<file path="config.mk">
export PLATFORM = sky130hd
export DESIGN_NAME = nibble_word_rx
export DESIGN_NICKNAME = d
export VERILOG_FILES = /design/src/rtl/nrx_pkg.sv /design/src/rtl/nrx_sync.sv /design/src/rtl/nrx_edge.sv /design/src/rtl/nrx_shift.sv /design/src/rtl/nibble_word_rx.sv
export SDC_FILE = /design/constraint.sdc
export NUM_CORES = 1
export LEC_CHECK = 0
export ABC_AREA = 1
export BUFFER_PORTS_ARGS = -buffer_cell sky130_fd_sc_hd__buf_2
export CORE_MARGIN = 1
export CORE_UTILIZATION = 54
export CTS_BUF_LIST = sky130_fd_sc_hd__clkbuf_8
export CTS_CLUSTER_DIAMETER = 60
export DETAILED_ROUTE_END_ITERATION = 6
export GPL_TIMING_DRIVEN = 0
export PLACE_DENSITY = 0.76
export SKIP_LAST_GASP = 1
export SLEW_MARGIN = 20
export SYNTH_ARGS = -nofsm -noshare
export SYNTH_HDL_FRONTEND = slang
export SYNTH_SLANG_ARGS = --single-unit
</file>
<file path="constraint.sdc">
create_clock -name clk -period 1.1 [get_ports clk]
set_input_delay 0.055 -clock clk [delete_from_list [all_inputs] [get_ports clk]]
set_output_delay 0.055 -clock clk [all_outputs]
set_load 0.005 [all_outputs]
</file>
<file path="src/rtl/nrx_pkg.sv">
package nrx_pkg;
    localparam int NRX_NIB_W   = 4;
    localparam int NRX_NIBBLES = 5;
    localparam int NRX_SYNC    = 2;

    typedef enum logic [0:0] {
        ST_FILL = 1'b0,
        ST_HOLD = 1'b1
    } nrx_state_e;
endpackage

</file>
<file path="src/rtl/nrx_sync.sv">
module nrx_sync #(
    parameter int W      = 6,
    parameter int STAGES = 2
) (
    input  logic         clk,
    input  logic         rst_n,
    input  logic [W-1:0] d_i,
    output logic [W-1:0] q_o
);
    logic [W-1:0] stg_q [STAGES];

    always_ff @(posedge clk) begin
        if (!rst_n) stg_q[0] <= '0;
        else        stg_q[0] <= d_i;
    end

    for (genvar i = 1; i < STAGES; i++) begin : g_stage
        always_ff @(posedge clk) begin
            if (!rst_n) stg_q[i] <= '0;
            else        stg_q[i] <= stg_q[i-1];
        end
    end

    assign q_o = stg_q[STAGES-1];
endmodule

</file>
<file path="src/rtl/nrx_edge.sv">
module nrx_edge (
    input  logic clk,
    input  logic rst_n,
    input  logic lvl_i,
    output logic rise_o
);
    logic prev_q;

    always_ff @(posedge clk) begin
        if (!rst_n) prev_q <= 1'b0;
        else        prev_q <= lvl_i;
    end

    assign rise_o = lvl_i & ~prev_q;
endmodule

</file>
<file path="src/rtl/nrx_shift.sv">
module nrx_shift #(
    parameter int NIB_W   = 4,
    parameter int NIBBLES = 5
) (
    input  logic                     clk,
    input  logic                     rst_n,
    input  logic                     load_i,
    input  logic [NIB_W-1:0]         nib_i,
    output logic [NIB_W*NIBBLES-1:0] word_o
);
    localparam int WORD_W = NIB_W * NIBBLES;

    logic [WORD_W-1:0] word_q;

    always_ff @(posedge clk) begin
        if (!rst_n)      word_q <= '0;
        else if (load_i) word_q <= {word_q[WORD_W-NIB_W-1:0], nib_i};
    end

    assign word_o = word_q;
endmodule

</file>
<file path="src/rtl/nibble_word_rx.sv">
module nibble_word_rx
    import nrx_pkg::*;
#(
    parameter int NIB_W       = NRX_NIB_W,
    parameter int NIBBLES     = NRX_NIBBLES,
    parameter int SYNC_STAGES = NRX_SYNC,
    parameter int WORD_W      = NIB_W * NIBBLES
) (
    input  logic              clk,
    input  logic              rst_n,
    input  logic [NIB_W-1:0]  nib_in,
    input  logic [1:0]        ctl_in,
    input  logic              ready_i,
    output logic              valid_o,
    output logic [WORD_W-1:0] word_o
);
    localparam int CNT_W  = (NIBBLES > 1) ? $clog2(NIBBLES) : 1;
    localparam int SYNC_W = NIB_W + 2;
    localparam logic [CNT_W-1:0] LAST_CNT = CNT_W'(NIBBLES - 1);

    logic [SYNC_W-1:0] raw_bus;
    logic [SYNC_W-1:0] syn_bus;
    logic [NIB_W-1:0]  s_nib;
    logic              s_sclk;
    logic              s_stb;
    logic              sclk_rise;
    logic              cap_fire;

    nrx_state_e       state_q, state_d;
    logic [CNT_W-1:0] cnt_q, cnt_d;

    assign raw_bus = {nib_in, ctl_in[1], ctl_in[0]};

    nrx_sync #(.W(SYNC_W), .STAGES(SYNC_STAGES)) u_sync (
        .clk   (clk),
        .rst_n (rst_n),
        .d_i   (raw_bus),
        .q_o   (syn_bus)
    );

    assign s_sclk = syn_bus[0];
    assign s_stb  = syn_bus[1];
    assign s_nib  = syn_bus[SYNC_W-1:2];

    nrx_edge u_edge (
        .clk    (clk),
        .rst_n  (rst_n),
        .lvl_i  (s_sclk),
        .rise_o (sclk_rise)
    );

    assign cap_fire = sclk_rise & s_stb & (state_q == ST_FILL);

    nrx_shift #(.NIB_W(NIB_W), .NIBBLES(NIBBLES)) u_shift (
        .clk    (clk),
        .rst_n  (rst_n),
        .load_i (cap_fire),
        .nib_i  (s_nib),
        .word_o (word_o)
    );

    // state register
    always_ff @(posedge clk) begin
        if (!rst_n) begin
            state_q <= ST_FILL;
            cnt_q   <= '0;
        end else begin
            state_q <= state_d;
            cnt_q   <= cnt_d;
        end
    end

    // next state and count
    always_comb begin
        state_d = state_q;
        cnt_d   = cnt_q;
        unique case (state_q)
            ST_FILL: begin
                if (cap_fire) begin
                    if (cnt_q == LAST_CNT) begin
                        state_d = ST_HOLD;   // FILL_TO_HOLD
                        cnt_d   = '0;
                    end else begin
                        cnt_d = cnt_q + 1'b1;
                    end
                end
            end
            ST_HOLD: begin
                if (ready_i) begin
                    state_d = ST_FILL;       // HOLD_TO_FILL
                    cnt_d   = '0;
                end
            end
            default: begin
                state_d = ST_FILL;
                cnt_d   = '0;
            end
        endcase
    end

    // outputs
    always_comb begin
        unique case (state_q)
            ST_HOLD: valid_o = 1'b1;
            default: valid_o = 1'b0;
        endcase
    end
endmodule

</file>
==> flow_metrics.env, run 1 <==
export IMPL_outcome="completed"
export IMPL_finalSetupViolations=0
export IMPL_ir_worst_vdd_mv=1.647
export IMPL_grt_pass1_wl_mm=3.905
export IMPL_reg2reg_slack_ns=0.06
export IMPL_p_sw_frac=0.1946
export IMPL_pwr_share_comb=0.047
export IMPL_antenna_found_initial=0
export IMPL_r2r_start="state_q$_SDFF_PN0_"
export IMPL_diodes=0
export IMPL_grt_pass1_vias=955
export IMPL_numCtsBuffers=5
export IMPL_min_period_ns=1.043
export IMPL_syn_nets=175
export IMPL_start_util=0.5860
export IMPL_ant_nets=0
export IMPL_synth_seq_cells=37
export IMPL_cts_htree_levels=2
export IMPL_worstHoldStart="rst_n"
export IMPL_relSlewSlack=0.8650
export IMPL_grt_overflow_total=0
export IMPL_die_w_um=51.70
export IMPL_die_area_sq_um=2673
export IMPL_drive_gt1_frac=0.2871
export IMPL_dr_first_iter_drc_count=21
export IMPL_fin_crit_sh=0.9484
export IMPL_synth_cell_type_count=17
export IMPL_cts_sinks=37
export IMPL_worstSetupEndpointType="flop"
export IMPL_r2r_end="u_shift.word_o[3]$_SDFFE_PN0P_"
export IMPL_path_class="flop to flop"
export IMPL_gp_congestion=0.8132
export IMPL_rsz0062_at_grt="no"
export IMPL_min_to="u_shift.word_o[18]$_SDFFE_PN0P_"
export IMPL_crit_arrival_ns=1.22
export IMPL_wl_mm=2.471
export IMPL_grt_max_degree=12
export IMPL_finalPower_mw=2.684
export IMPL_rr_worst_depth=5
export IMPL_crit_required_ns=1.28
export IMPL_cts_tree="yes"
export IMPL_start_kind="flop"
export IMPL_avgSynthCellArea_sq_um=8.133
export IMPL_gr_usage_all_layers=0.2053
export IMPL_gr_usage_met1=0.2224
export IMPL_cellLeakagePower_nw=0.8741
export IMPL_ioPinCount=30
export IMPL_synth_seq_area_share=0.5553
export IMPL_slew_viol_final=0
export IMPL_synth_area_sq_um=1334
export IMPL_clk_pin_slew_ns=0.07
export IMPL_p_switching_mw=0.5222
export IMPL_synth_top_area_share=0.5553
export IMPL_met2_usage=0.3615
export IMPL_syn_inst=164
export IMPL_fmax_mhz=958.5
export IMPL_yosys_warnings=0
export IMPL_final_util=0.7565
export IMPL_synthTopCellsByArea="dfxtp_1, nor2_1, o21ai_1"
export IMPL_vias=1095
export IMPL_drtPass1Iterations=4
export IMPL_post_route_drc_count=0
export IMPL_use_met3=0.07018
export IMPL_worstHoldPathCells=3
export IMPL_io_buffers=28
export IMPL_yosys_area_top_type="dfxtp_1"
export IMPL_p_per_area_nw_per_um2=1559
export IMPL_hold_viol=0
export IMPL_dieHeight_um=51.70
export IMPL_fp_coreArea_sq_um=2276
export IMPL_post_dp_hpwl_mm=1.604
export IMPL_clock_latency_ns=0.28
export IMPL_finClkSkew_ns=0.003213
export IMPL_area_growth_syn_to_layout_pct=29.08
export IMPL_hp_class="primary input to flop"
export IMPL_final_nets=219
export IMPL_fin_tns_setup_ns=0
export IMPL_path_max_fanout=8
export IMPL_clock_path_buffers=2
export IMPL_rows=17
export IMPL_internal_power_mw=2.162
export IMPL_worst_slew_pin_slew_ns=0.2025
export IMPL_cts_root_buf="clkbuf_8"
export IMPL_drv_cap=0
export IMPL_grt_busiest_layer="met2"
export IMPL_wl_per_cell_um=10.43
export IMPL_avgViaCountPerCell=4.620
export IMPL_clkPwrFrac=0.437
export IMPL_seqPwrFrac=0.515
cell usage after synthesis:
| library cell | count |
|---|---|
| nand2_2 | 3 |
| nor2_1 | 46 |
| buf_6 | 4 |
| inv_2 | 2 |
| a21oi_1 | 1 |
| nand3_1 | 2 |
| nand3_2 | 1 |
| o21ai_0 | 2 |
| nor2_4 | 1 |
| o21ai_1 | 18 |
| dfxtp_1 | 37 |
| buf_2 | 4 |
| inv_1 | 18 |
| a21oi_2 | 2 |
| o21a_1 | 1 |
| nand2_1 | 20 |
| ha_1 | 2 |
power groups by stage:
stage | sequential (mW) | combinational, mW | clock (mW)
floorplan | 1.41 | 0.0715 | 0
global placement | 1.41 | 0.104 | 0
detailed placement | 1.41 | 0.107 | 0
CTS | 1.38 | 0.124 | 1.18
global route | 1.38 | 0.146 | 1.25
finish | 1.38 | 0.127 | 1.17
sequential cells by signal, summed over array words and instances, names as in the netlist:
signal,flops
u_shift.word_o,20
cnt_q,3
u_sync.stg_q,12
state_q,1
u_edge.prev_q,1
cells by family after synthesis:
| kind of cell | count (synthesis) | share of synthesized area |
|---|---|---|
| flip-flops | 37 | 0.5553 |
| AND/OR/NAND/NOR | 73 | 0.2233 |
| AO/OA/AOI/OAI | 24 | 0.09756 |
| buffers and inverters | 28 | 0.1051 |
| adder cells (fa/ha/maj) | 2 | 0.01876 |
how the worst max path moves through the flow:
stage | startpoint | endpoint | cells after the start
after global placement | cnt_q[0]$_SDFFE_PN0P_ | state_q$_SDFF_PN0_ | 5
after CTS | cnt_q[1]$_SDFFE_PN0P_ | state_q$_SDFF_PN0_ | 5
final | state_q$_SDFF_PN0_ | u_shift.word_o[3]$_SDFFE_PN0P_ | 5
after global routing | state_q$_SDFF_PN0_ | u_shift.word_o[18]$_SDFFE_PN0P_ | 6
after floorplan | cnt_q[0]$_SDFFE_PN0P_ | state_q$_SDFF_PN0_ | 5
after detailed placement | cnt_q[1]$_SDFFE_PN0P_ | state_q$_SDFF_PN0_ | 5
placed cells by master, fill, tap and decap left out, types with 2 or more instances in the layout:
cell / count
dlygate4sd3_1: 6
buf_2: 33
a21oi_2: 3
dfxtp_1: 35
nand3_1: 2
o21ai_1: 18
nor2_1: 45
buf_4: 2
clkbuf_8: 6
inv_1: 19
dfxtp_2: 2
nand2_1: 20
buf_6: 4
inv_2: 2
nand2_2: 2
o21ai_0: 2
worst max-delay path, stage by stage, from the launching register on:
cell	delay (ns)
dfxtp_1	0.34
nor2_2	0.13
nand2_4	0.11
buf_2	0.18
o21ai_1	0.13
nor2_1	0.05
area by class of cell:
cell class                 instances  area, sq um
fill                             182        554.3
clock inverter                     2        33.78
tap                               28        35.03
clock buffer                       6        82.58
multi-input combinational         99        466.7
buffer                             8        65.06
timing repair buffer              37        220.2
inverter                          20        75.07
sequential                        37        743.2
metrics by stage:
stage / worst slack (ns) / hold slack, ns / instances / cell area (sq um)
global placement: 0.09594 / 0.2358 / 220 / 1509
global route: 0.01172 / 0.1070 / 237 / 1722
finish: 0.05672 / 0.09086 / 237 / 1722
floorplan: 0.1464 / 0.1526 / 164 / 1334
detailed placement: 0.06606 / 0.2382 / 220 / 1509
CTS: 0.05837 / 0.08637 / 234 / 1685
per-layer routing:
| layer | part of all wire | routed length (um) | up-vias |
|---|---|---|---|
| li1 | - | - | 582 |
| met1 | 0.44 | 1085 | 487 |
| met2 | 0.51 | 1268 | 22 |
| met3 | 0.038 | 95 | 4 |
| met4 | 0.0089 | 22 | 0 |
| met5 | 0 | 0 | - |
repair_timing:
| action | CTS | global route |
|---|---|---|
| endpoints found under the setup margin | 0 | 8 |
| hold buffers | 6 | 0 |
| setup buffers | 0 | 1 |
| endpoints found under the hold margin | 6 | 0 |
| resized for setup | 0 | 7 |
No activity file was read; power rests on OpenSTA's default activity.
==> run 2, diff against run 1 <==
==> constraint.sdc (replaced) <==
create_clock -name clk -period 1.1 [get_ports clk]
set_input_delay 0.165 -clock clk [delete_from_list [all_inputs] [get_ports clk]]
set_output_delay 0.165 -clock clk [all_outputs]
set_load 0.005 [all_outputs]
==> run 2 against run 1 <==
Design area is 3.5% lower. Clock power hardly changed. Critical endpoint unchanged. Worst setup slack worse by 0.0018 ns. Flip-flop and latch count stayed put.
==> flow_metrics.env, run 2 (synthesized netlist as in run 1, its figures left out) <==
export IMPL_seq_area_sq_um=743.2
export IMPL_grt_max_degree=12
export IMPL_area_growth_syn_to_layout_pct=24.58
export IMPL_wl_mm=2.370
export IMPL_routed_top_layer="met4"
export IMPL_p_per_area_nw_per_um2=1602
export IMPL_cts_root_buf="clkbuf_8"
export IMPL_grt_pass1_vias=895
export IMPL_place_ws_ns=0.06606
export IMPL_multi_input_area_sq_um=466.7
export IMPL_crit_required_ns=1.28
export IMPL_antenna_found_initial=0
export IMPL_outcome="completed"
export IMPL_cellLeakagePower_nw=0.8491
export IMPL_clk_pin_slew_ns=0.07
export IMPL_drtPass1Iterations=4
export IMPL_wl_per_cell_um=10.26
export IMPL_fp_coreArea_sq_um=2276
export IMPL_worstSetupEndpointType="flop"
export IMPL_die_area_sq_um=2673
export IMPL_cts_sinks=37
export IMPL_hold_viol=0
export IMPL_grt_pass1_wl_mm=3.698
export IMPL_path_max_fanout=8
export IMPL_finalPower_mw=2.662
export IMPL_cts_tree="yes"
export IMPL_cp_num_buf_inv=1
export IMPL_hp_class="primary input to flop"
export IMPL_clock_path_buffers=2
export IMPL_critPathSlowestCell="dfxtp_1"
export IMPL_relSlewSlack=0.8710
export IMPL_dieHeight_um=51.70
export IMPL_diodes=0
export IMPL_avgViaCountPerCell=4.545
export IMPL_largest_register_ffs=20
export IMPL_vias=1050
export IMPL_start_util=0.5860
export IMPL_slew_viol_final=0
export IMPL_final_common_cell="nor2_1"
export IMPL_fmax_mhz=956.8
export IMPL_crit_chain="nor2_2 -> nand2_4 -> buf_2 -> o21ai_1 -> nor2_1"
export IMPL_met2_length_mm=1.184
export IMPL_wl_met3_um=98
export IMPL_die_w_um=51.70
export IMPL_finalSetupViolations=0
export IMPL_drive_gt1_frac=0.2956
export IMPL_final_nets=213
export IMPL_io_buffers=28
export IMPL_fin_crit_sh=0.9501
export IMPL_rsz0062_at_grt="no"
export IMPL_ant_nets=0
export IMPL_hold_buffers=0
export IMPL_worstHoldStart="ctl_in[1]"
export IMPL_post_dp_hpwl_mm=1.604
export IMPL_drv_cap=0
export IMPL_ioPinCount=30
export IMPL_fin_tns_setup_ns=0
export IMPL_ir_worst_vdd_mv=1.644
export IMPL_critical_path_top_delay_family="flip-flops"
export IMPL_finClkSkew_ns=0.004854
export IMPL_wl_met1_mm=1.058
export IMPL_final_util=0.7301
export IMPL_layout_cells_most_common_list="nor2_1, dfxtp_1, buf_2"
export IMPL_path_class="flop to flop"
export IMPL_gp_congestion=0.8132
export IMPL_numCtsBuffers=5
export IMPL_start_kind="flop"
export IMPL_post_route_drc_count=0
export IMPL_rows=17
export IMPL_r2r_start="state_q$_SDFF_PN0_"
export IMPL_gr_usage_all_layers=0.1954
export IMPL_setup_ws_ns=0.05489
export IMPL_cts_htree_levels=2
export IMPL_clock_latency_ns=0.28
export IMPL_worst_slew_pin_slew_ns=0.1934
export IMPL_crit_arrival_ns=1.22
export IMPL_grt_overflow_total=0
export IMPL_nFillCells=196
export IMPL_timing_critical_path_from="state_q$_SDFF_PN0_"
export IMPL_max_stage_delay_ns=0.34
export IMPL_dr_first_iter_drc_count=17
export IMPL_min_period_ns=1.045
[run 2: what timing repair did]
item,in CTS,in global routing
resized for setup,0,7
setup endpoints to repair,0,8
buffers inserted,0,1
[run 2: per-stage QoR]
stage | instance area, sq um | hold slack (ns) | std cells
6_report | 1662 | 0.06502 | 231
3_3_place_gp | 1509 | 0.3458 | 220
4_1_cts | 1625 | 0.05845 | 228
3_5_place_dp | 1509 | 0.3482 | 220
5_1_grt | 1662 | 0.06375 | 231
2_1_floorplan | 1334 | 0.2626 | 164
[run 2: area by class of cell]
type                       count  share of cell area
sequential                    37              0.4473
multi-input combinational     99              0.2809
timing repair buffer          31             0.09639
clock buffer                   6             0.04970
inverter                      20             0.04518
buffer                         8             0.03916
tap                           28             0.02108
clock inverter                 2             0.02033
[run 2: where the power goes]
part,internal (mW),switching (mW)
Clock,0.729,0.441
Sequential,1.37,0.0120
Combinational,0.0481,0.0613
[run 2: final timing paths]
| check | slack (ns) | depth (start not counted) | endpoint |
|---|---|---|---|
| setup / recovery | 0.05 | 5 | u_shift.word_o[3]$_SDFFE_PN0P_ |
| hold / removal | 0.07 | 3 | u_sync.stg_q[0][1]$_SDFF_PN0_ |
| setup reg to reg | 0.05 | 5 | u_shift.word_o[3]$_SDFFE_PN0P_ |
| hold reg to reg | 0.41 | 2 | u_sync.stg_q[1][4]$_SDFF_PN0_ |
[run 2: layer usage]
layer  GRT usage  vias to the layer above
li1            -                      569
met1      0.2169                      452
met2      0.3333                       23
met3     0.07018                        6
met4     0.08559                        0
met5           0                        -
[run 2: worst register-to-register path, cell delays in order (launching register included)]
cell and delay [ns]:
dfxtp_1 0.34, nor2_2 0.13, nand2_4 0.11, buf_2 0.18
o21ai_1 0.13, nor2_1 0.05
==> run 3, diff against run 2 <==
--- a/config.mk
+++ b/config.mk
@@ -13,7 +13,8 @@
 export CTS_CLUSTER_DIAMETER = 60
 export DETAILED_ROUTE_END_ITERATION = 6
 export GPL_TIMING_DRIVEN = 0
-export PLACE_DENSITY = 0.76
+export PLACE_DENSITY = 0.8
+export SETUP_SLACK_MARGIN = 0.05
 export SKIP_LAST_GASP = 1
 export SLEW_MARGIN = 20
 export SYNTH_ARGS = -nofsm -noshare
==> run 3 against run 2 <==
Maximum frequency increased by 3.3%. Total power shrank 13%. Clock-buffer cell count shrank 1. Die area stayed put. Worst hold slack about the same. Utilization down 1.5 points. Flip-flop and latch count unchanged. Via count is 0.67% higher. Clock skew decreased by 0.0010 ns. Sequential share of layout area rose by 1.0 points. Sequential power hardly changed. Critical path type unchanged.
==> flow_metrics.env, run 3 (synthesized netlist as in run 1, its figures left out) <==
export IMPL_final_common_cell="nor2_1"
export IMPL_hold_buffers=0
export IMPL_wl_mm=2.357
export IMPL_final_nets=213
export IMPL_rsz0062_at_grt="yes"
export IMPL_reg2reg_slack_ns=0.09
export IMPL_cts_root_buf="clkbuf_8"
export IMPL_gr_usage_all_layers=0.1910
export IMPL_start_kind="flop"
export IMPL_slew_viol_final=0
export IMPL_rr_worst_depth=6
export IMPL_post_route_drc_count=0
export IMPL_post_dp_hpwl_mm=1.633
export IMPL_largest_register_ffs=20
export IMPL_finClkSkew_ns=0.003847
export IMPL_worstHoldStart="nib_in[3]"
export IMPL_worstSetupEndpointType="flop"
export IMPL_dr_first_iter_drc_count=6
export IMPL_crit_required_ns=1.31
export IMPL_fp_coreArea_sq_um=2276
export IMPL_clock_latency_ns=0.28
export IMPL_area_growth_syn_to_layout_pct=22.04
export IMPL_worst_slew_pin_slew_ns=0.1780
export IMPL_ant_nets=0
export IMPL_gp_congestion=0.8039
export IMPL_antenna_found_initial=0
export IMPL_avgViaCountPerCell=4.616
export IMPL_path_max_fanout=3
export IMPL_clk_pin_slew_ns=0.06
export IMPL_crit_chain="ha_2 -> nand2_1 -> inv_1 -> nor2_1 -> nand3_1 -> a21oi_2"
export IMPL_r2r_start="cnt_q[1]$_SDFFE_PN0P_"
export IMPL_grt_overflow_total=0
export IMPL_cts_htree_levels=2
export IMPL_place_inst=220
export IMPL_fin_tns_setup_ns=0
export IMPL_vias=1057
export IMPL_critPathSlowestCell="dfxtp_2"
export IMPL_start_util=0.5860
export IMPL_p_per_area_nw_per_um2=1430
export IMPL_hold_viol=0
export IMPL_grt_max_degree=11
export IMPL_hp_class="primary input to flop"
export IMPL_max_stage_delay_ns=0.34
export IMPL_crit_arrival_ns=1.22
export IMPL_cp_num_buf_inv=1
export IMPL_die_w_um=51.70
export IMPL_io_buffers=28
export IMPL_wl_per_cell_um=10.29
export IMPL_critical_path_top_delay_family="flip-flops"
export IMPL_diodes=0
export IMPL_rows=17
export IMPL_r2r_end="cnt_q[2]$_SDFFE_PN0P_"
export IMPL_grt_pass1_wl_mm=3.581
export IMPL_die_area_sq_um=2673
export IMPL_min_to="u_sync.stg_q[0][5]$_SDFF_PN0_"
export IMPL_clock_path_buffers=2
export IMPL_numCtsBuffers=5
export IMPL_fmax_mhz=988.1
export IMPL_cellLeakagePower_nw=0.8275
export IMPL_drv_cap=0
export IMPL_grt_pass1_vias=904
export IMPL_worstHoldPathCells=3
export IMPL_drtPass1Iterations=4
export IMPL_layout_cells_most_common_list="nor2_1, dfxtp_1, buf_2"
export IMPL_cts_sinks=37
export IMPL_outcome="completed"
export IMPL_finalSetupViolations=0
export IMPL_min_period_ns=1.012
export IMPL_dieHeight_um=51.70
export IMPL_fin_crit_sh=0.9200
export IMPL_drive_gt1_frac=0.3085
export IMPL_ir_worst_vdd_mv=0.9904
export IMPL_layout_cells_non_filler=229
export IMPL_cts_tree="yes"
export IMPL_ioPinCount=30
export IMPL_relSlewSlack=0.8813
export IMPL_path_class="flop to flop"
==> run 3: metrics by stage <==
step	util	power, mW	instance area, sq um	hold slack (ns)	setup slack (ns)
finish	0.7152	2.328	1628	0.06500	0.08800
CTS	0.6954	2.348	1583	0.05856	0.05342
global placement	0.6630	1.515	1509	0.3465	0.09652
floorplan	-	1.484	1334	0.2626	0.1464
detailed placement	0.6630	1.521	1509	0.3525	0.05927
global route	0.7152	2.414	1628	0.06316	0.01861
==> run 3: report_power, final <==
part | switching, mW | internal (mW) | total (mW)
logic | 0.0608 | 0.0484 | 0.109
clock network | 0.419 | 0.416 | 0.835
registers | 0.0129 | 1.37 | 1.38
total | 0.493 | 1.84 | 2.33
==> run 3: area by class of cell <==
cell class,instances,area [sq um]
buffer,8,65.06
multi-input combinational,99,474.2
clock inverter,1,5.005
clock buffer,5,68.82
inverter,20,75.07
timing repair buffer,31,160.2
fill,202,648.1
sequential,37,744.5
tap,28,35.03
==> run 3: tightest hold or removal path, delay by kind of cell <==
kind                   cells  cell delay (ns)
buffers and inverters      2             0.11
and+or+nand+nor            1             0.04
==> run 3: layer usage <==
| metal | vias up | track usage | part of all wire |
|---|---|---|---|
| li1 | 568 | - | - |
| met1 | 456 | 0.1911 | 0.41 |
| met2 | 27 | 0.3463 | 0.54 |
| met3 | 6 | 0.05263 | 0.038 |
| met4 | 0 | 0.1171 | 0.015 |
| met5 | - | 0 | 0 |
==> run 3: timing repair <==
item	CTS	global route
gates cloned	0	2
setup buffers	0	1
endpoints found under the setup margin	1	21
pin swaps	1	3
resized for setup	0	11
==> run 3: how the worst max path moves through the flow <==
stage                     startpoint                              end  depth (start not counted)
2_1_floorplan  cnt_q[0]$_SDFFE_PN0P_               state_q$_SDFF_PN0_                          5
3_3_place_gp   cnt_q[0]$_SDFFE_PN0P_               state_q$_SDFF_PN0_                          5
6_report       cnt_q[1]$_SDFFE_PN0P_            cnt_q[2]$_SDFFE_PN0P_                          6
4_1_cts           state_q$_SDFF_PN0_  u_shift.word_o[11]$_SDFFE_PN0P_                          5
3_5_place_dp      state_q$_SDFF_PN0_  u_shift.word_o[11]$_SDFFE_PN0P_                          5
5_1_grt           state_q$_SDFF_PN0_  u_shift.word_o[11]$_SDFFE_PN0P_                          6
